===== src/rtl/tone_kbd_pkg.sv =====
package tone_kbd_pkg;

   localparam int NUM_BANDS = 3;
   localparam int NUM_NOTES = 7;

   // Full-period divisor, in reference ticks, for band 0..2 and note 0..6.
   function automatic int unsigned full_period(input int unsigned band, input int unsigned note);
      int unsigned idx;
      idx = band * NUM_NOTES + note;
      case (idx)
         0:  return 19080;
         1:  return 17006;
         2:  return 15150;
         3:  return 14326;
         4:  return 12756;
         5:  return 11360;
         6:  return 10120;
         7:  return 9560;
         8:  return 8516;
         9:  return 7586;
         10: return 7160;
         11: return 6376;
         12: return 5680;
         13: return 5060;
         14: return 4776;
         15: return 4256;
         16: return 3790;
         17: return 3580;
         18: return 3190;
         19: return 2842;
         default: return 2542;
      endcase
   endfunction

endpackage


===== src/rtl/key_conditioner.sv =====
module key_conditioner #(
   parameter int NUM_KEYS  = 1,
   parameter int DEB_TICKS = 50000
) (
   input  logic                clk,
   input  logic                rst_n,
   input  logic                tick,
   input  logic [NUM_KEYS-1:0] raw,
   output logic [NUM_KEYS-1:0] clean
);

   localparam int DW = $clog2(DEB_TICKS + 1);

   generate
      if (DEB_TICKS < 1) begin : g_bad_window
         $error("key_conditioner: DEB_TICKS must be at least 1");
      end

      for (genvar k = 0; k < NUM_KEYS; k++) begin : g_key
         logic [1:0]    sync_q;
         logic          level_q;
         logic [DW-1:0] stable_cnt;

         always_ff @(posedge clk or negedge rst_n) begin
            if (!rst_n) begin
               sync_q     <= '0;
               level_q    <= 1'b0;
               stable_cnt <= '0;
            end else begin
               sync_q <= {sync_q[0], raw[k]};
               if (sync_q[1] == level_q) begin
                  stable_cnt <= '0;
               end else if (tick) begin
                  if (stable_cnt == DW'(DEB_TICKS - 1)) begin
                     level_q    <= sync_q[1];
                     stable_cnt <= '0;
                  end else begin
                     stable_cnt <= stable_cnt + 1'b1;
                  end
               end
            end
         end

         assign clean[k] = level_q;
      end
   endgenerate

endmodule


===== src/rtl/band_stepper.sv =====
module band_stepper (
   input  logic       clk,
   input  logic       rst_n,
   input  logic       key,
   output logic [1:0] band
);

   logic key_d;

   always_ff @(posedge clk or negedge rst_n) begin
      if (!rst_n) begin
         key_d <= 1'b0;
         band  <= 2'd1;
      end else begin
         key_d <= key;
         if (key && !key_d) begin
            band <= (band == 2'd3) ? 2'd1 : band + 2'd1;
         end
      end
   end

endmodule


===== src/rtl/tone_divider.sv =====
module tone_divider #(
   parameter int CNT_W = 15
) (
   input  logic             clk,
   input  logic             rst_n,
   input  logic             tick,
   input  logic             run,
   input  logic             restart,
   input  logic [CNT_W-1:0] term,
   output logic             wave
);

   logic [CNT_W-1:0] half_cnt;

   always_ff @(posedge clk or negedge rst_n) begin
      if (!rst_n) begin
         half_cnt <= '0;
         wave     <= 1'b0;
      end else if (!run || restart) begin
         half_cnt <= '0;
         wave     <= 1'b0;
      end else if (tick) begin
         if (half_cnt == term) begin
            half_cnt <= '0;
            wave     <= ~wave;
         end else begin
            half_cnt <= half_cnt + 1'b1;
         end
      end
   end

endmodule


===== src/rtl/tone_keyboard.sv =====
module tone_keyboard #(
   parameter int TICK_DIV   = 4,
   parameter int DEB_TICKS  = 50000,
   parameter int TONE_SHIFT = 0,
   parameter int CNT_W      = 15
) (
   input  logic       clk,
   input  logic       rst_n,
   input  logic [6:0] note_keys,
   input  logic       band_key,
   output logic       buzz,
   output logic [3:0] band_code,
   output logic [3:0] note_code
);

   import tone_kbd_pkg::*;

   localparam int KEYS      = NUM_NOTES + 1;
   localparam int MIN_HALF  = (2542 >> TONE_SHIFT) >> 1;
   localparam int MAX_HALF  = (19080 >> TONE_SHIFT) >> 1;

   generate
      if (MIN_HALF < 2) begin : g_bad_shift
         $error("tone_keyboard: TONE_SHIFT leaves a half period under two ticks");
      end
      if (MAX_HALF > (1 << CNT_W)) begin : g_bad_width
         $error("tone_keyboard: CNT_W too narrow for the largest half period");
      end
      if (TICK_DIV < 1) begin : g_bad_div
         $error("tone_keyboard: TICK_DIV must be at least 1");
      end
   endgenerate

   // Reference tick enable
   logic tick_en;

   generate
      if (TICK_DIV == 1) begin : g_tick_full
         assign tick_en = 1'b1;
      end else begin : g_tick_div
         localparam int TW = $clog2(TICK_DIV);
         logic [TW-1:0] tick_cnt;
         always_ff @(posedge clk or negedge rst_n) begin
            if (!rst_n) begin
               tick_cnt <= '0;
            end else if (tick_cnt == TW'(TICK_DIV - 1)) begin
               tick_cnt <= '0;
            end else begin
               tick_cnt <= tick_cnt + 1'b1;
            end
         end
         assign tick_en = (tick_cnt == TW'(TICK_DIV - 1));
      end
   endgenerate

   // Key conditioning
   logic [KEYS-1:0] keys_clean;

   key_conditioner #(
      .NUM_KEYS  (KEYS),
      .DEB_TICKS (DEB_TICKS)
   ) u_keys (
      .clk   (clk),
      .rst_n (rst_n),
      .tick  (tick_en),
      .raw   ({band_key, note_keys}),
      .clean (keys_clean)
   );

   logic [NUM_NOTES-1:0] notes_clean;
   assign notes_clean = keys_clean[NUM_NOTES-1:0];

   // Band selection
   logic [1:0] band;

   band_stepper u_band (
      .clk   (clk),
      .rst_n (rst_n),
      .key   (keys_clean[KEYS-1]),
      .band  (band)
   );

   // Note decode
   logic       note_valid;
   logic [2:0] note_idx;

   always_comb begin
      note_idx = '0;
      for (int i = 0; i < NUM_NOTES; i++) begin
         if (notes_clean[i]) note_idx = 3'(i);
      end
   end

   assign note_valid = $onehot(notes_clean);

   // Divisor lookup and change detection
   logic [31:0]      full_div;
   logic [CNT_W-1:0] term;
   logic [4:0]       sel, sel_q;
   logic             restart;

   always_comb begin
      full_div = full_period(32'(band - 2'd1), 32'(note_idx));
      term     = CNT_W'(((full_div >> TONE_SHIFT) >> 1) - 32'd1);
   end

   assign sel     = {band, note_idx};
   assign restart = note_valid && (sel != sel_q);

   always_ff @(posedge clk or negedge rst_n) begin
      if (!rst_n) sel_q <= '0;
      else        sel_q <= sel;
   end

   tone_divider #(
      .CNT_W (CNT_W)
   ) u_div (
      .clk     (clk),
      .rst_n   (rst_n),
      .tick    (tick_en),
      .run     (note_valid),
      .restart (restart),
      .term    (term),
      .wave    (buzz)
   );

   assign band_code = {2'b00, band};
   assign note_code = note_valid ? (4'(note_idx) + 4'd1) : 4'd0;

endmodule


===== config.mk =====
export PLATFORM = sky130hd
export DESIGN_NAME = tone_keyboard
export DESIGN_NICKNAME = d
export VERILOG_FILES = /design/src/rtl/tone_kbd_pkg.sv /design/src/rtl/key_conditioner.sv /design/src/rtl/band_stepper.sv /design/src/rtl/tone_divider.sv /design/src/rtl/tone_keyboard.sv
export SDC_FILE = /design/constraint.sdc
export NUM_CORES = 1
export LEC_CHECK = 0
export BUFFER_PORTS_ARGS = -buffer_cell sky130_fd_sc_hd__buf_2
export CORE_AREA = 2 2 137 139
export DETAILED_ROUTE_END_ITERATION = 10
export DIE_AREA = 0 0 139 141
export PLACE_DENSITY = 0.84
export SLEW_MARGIN = 20
export SYNTH_ARGS = -nofsm -noshare
export SYNTH_HDL_FRONTEND = slang
export SYNTH_SLANG_ARGS = --single-unit

===== constraint.sdc =====
create_clock -name clk -period 16 [get_ports clk]
set_clock_uncertainty 0.2 [all_clocks]
set_input_delay 3.2 -clock clk [delete_from_list [all_inputs] [get_ports clk]]
set_output_delay 3.2 -clock clk [all_outputs]
set_load 0.02 [all_outputs]

==> qor.yml <==
clock_tree:
  numCtsBuffers: 17
  path_clk_slew_ns: 0.07
  cts_setup_buffers: 0
  cts_buffer_depth: 2
  clockRootBuffer: "clkbuf_16"
  htreeDepth: 4
  clkLatencyLatePin_ns: 0.43
  cts_tree: "built"
  cts_resized: 0
  clkSinkCount: 178
  hold_buffers: 0
sta:
  relSlewSlack_pct: 30.4
  post-route-min-period_ns: 6.74
  finalSetupViolCount: 0
  maxSlewViolCount: 0
  worstMarginPinSlew_ns: 1.04
  rsz0062_at_grt: "false"
  setup_tns_ns: 0
  hold_viol: 0
  fmax_mhz: 148
  period_share_pct: 42.1
placed_design:
  gp_congestion: 0.903
  placed_cell_area_mm2: 0.0109
  numPortBuffers: 15
  post-dp-hpwl_mm: 15.8
routing:
  vias: 9134
  firstDrtPassIters: 6
  drt_iter0_drc: 705
  drc: 0
  avgViaCountPerCell: 6.26
  routed_wl_mm: 23.2
  ant_nets: 0
  avgRoutedWirePerCell_um: 15.9
global_route:
  grt_max_degree: 98
  grt_overflow: 0
  grt_pass1_vias: 8371
  grt_pass1_wl_mm: 39.2
  grt_usage_pct: 23.8
  grt_antenna_before_repair: 0
run_status:
  status: "finished clean"
run:
  cap_violations: 0
yosys:
  synth_most_common_cell: "o21ai_0"
  synthFlopType: "dfrtp_1"
  syn_inst: 1235
  synth_edf_count: 0
  synth_top_area_share_pct: 41.2
  synth.distinct_cells: 75
  yosys.area.top_type: "dfrtp_1"
  syn_area_per_cell_um2: 8.71
  synth_common_cells: "196 x o21ai_0, 177 x dfrtp_1, 101 x nand2_1"
  async_flop_share_pct: 100
  synth_area_leaders: "dfrtp_1 41%, o21ai_0 9.1%, ha_1 3.7%"
  synth-seq-area-share_pct: 41.4
  ys_warn_count: 0
  syn-cell-area_mm2: 0.0108
  synth-seq-cells: 178
power:
  vdd_drop_max_v: 0.0000797
  p_leak_nw: 5.01
  p_per_area_mw_per_mm2: 77.3
floorplan:
  rows: 50
  ios: 19
  initial_core_util_pct: 58.9
  dieWidth_um: 139
  coreArea_mm2: 0.0183
  dieHeight_um: 141
  die-area_mm2: 0.0196
setup_path:
  crit_required_ns: 12.60
  path_class: "flip-flop to output port"
  worstPathArrival_ns: 3.34
  start_kind: "flip-flop"
  cp_max_fo: 6
  cp-end-kind: "output port"
final_layout:
  synthToLayoutAreaGrowth_pct: 6.73
  antenna_cells: 0
  drive_gt1_share_pct: 6.37
  final_cell_area_mm2: 0.0115
  fin_nets: 1260
worst_hold_path:
  worstHoldPathType: "flip-flop to flip-flop"
[flip-flops by register name (all words and copies together) (netlist names)]
name	count
u_keys.g_key.stable_cnt	128
u_keys.g_key.sync_q	16
u_div.half_cnt	15
u_keys.g_key.level_q	8
sel_q	5
g_tick_div.tick_cnt	2
u_band.band	2
u_band.key_d	1
u_div.wave	1
[stage by stage]
| step | instances | util (%) | hold WS [ns] | setup WS (ns) | total power [mW] |
|---|---|---|---|---|---|
| after floorplan | 1237 | - | 0.131 | 10.02 | 0.472 |
| after global placement | 1427 | 59.7 | 0.134 | 9.65 | 0.483 |
| after detailed placement | 1427 | 59.7 | 0.135 | 9.40 | 0.484 |
| after CTS | 1459 | 62.8 | 0.150 | 9.24 | 0.897 |
| after global routing | 1459 | 62.9 | 0.164 | 8.94 | 0.919 |
| final | 1459 | 62.9 | 0.149 | 9.26 | 0.887 |
[metal layers]
layer / GRT usage, % / part of all wire (%)
met3: 4.18 / 4.6
met2: 39.0 / 48
met5: 0 / 0
met4: 7.81 / 1.7
met1: 32.6 / 46
[worst max-delay path, cell delays in order (launching register included)]
cell and delay (ns):
dfrtp_1 0.46, fa_1 0.56, inv_1 0.05, fa_1 0.49, inv_1 0.05, fa_1 0.35, inv_1 0.07, fa_1 0.40
nand3_1 0.21, nor2_1 0.09, buf_2 0.18
[cell families (layout without fill, tap and decap cells)]
| logic type | after synthesis | in the layout | share of synthesized area (%) |
|---|---|---|---|
| adders and majority gates | 38 | 38 | 4.84 |
| DFF | 178 | 178 | 41.4 |
| buffers and inverters | 95 | 83 | 3.65 |
| xor gates and xnor gates | 39 | 39 | 3.18 |
| AOI/OAI and AO/OA | 385 | 385 | 21.7 |
| other | 1 | 3 | 0.0349 |
| muxes | 10 | 10 | 1.04 |
| and+or+nand+nor | 489 | 489 | 24.1 |
[final cells by class]
| type | count | area, um2 |
|---|---|---|
| inverters | 32 | 120 |
| flip-flops and latches | 178 | 4460 |
| fillers | 1521 | 6790 |
| clock buffers | 18 | 439 |
| well taps | 234 | 293 |
| clock inverters | 14 | 140 |
| repair buffers | 19 | 118 |
| multi-input cells | 964 | 5920 |
[final timing paths]
check	start	end	slack (ns)	cells past startpoint
max	u_keys.g_key[6].level_q	note_code[0]	9.26	10
min	u_keys.g_key[0].sync_q[0]	u_keys.g_key[0].sync_q[1]	0.15	0
max reg2reg	u_band.band[0]	u_div.half_cnt[11]	9.34	20
min reg2reg	u_keys.g_key[0].sync_q[0]	u_keys.g_key[0].sync_q[1]	0.15	0
max in group asynchronous	rst_n	u_div.half_cnt[8]	11.77	2
min in group asynchronous	rst_n	u_keys.g_key[7].stable_cnt[7]	2.63	1
[layout by cell type, fill, tap and decap left out, types with 5 or more instances in the layout]
cell type,instances
nand3_1,65
nand4b_1,5
clkbuf_16,17
dfrtp_1,177
a211oi_1,5
inv_1,31
nand2_1,101
o211ai_1,12
and2_0,5
and2_1,30
buf_2,14
nor2_1,90
a21o_1,7
nor4_1,8
nor3_1,15
xnor2_1,20
nand2b_1,20
mux2_2,9
a21oi_1,53
ha_1,32
inv_6,6
nor2b_1,17
a22o_1,8
nor4b_1,8
nand4_1,30
xor2_1,19
o21ai_0,196
fa_1,6
or3_1,7
o41ai_1,8
nand3b_1,6
a41oi_1,5
a31oi_1,24
and3_1,61
o31ai_1,33
[power by group]
part           total [mW]  switching [mW]  leakage [nW]  internal (mW)
Combinational      0.0194          0.0158          2.29        0.00353
Sequential          0.456         0.00245          2.43          0.453
Clock               0.412           0.189         0.286          0.224
Power figures use the tool's default switching activity.
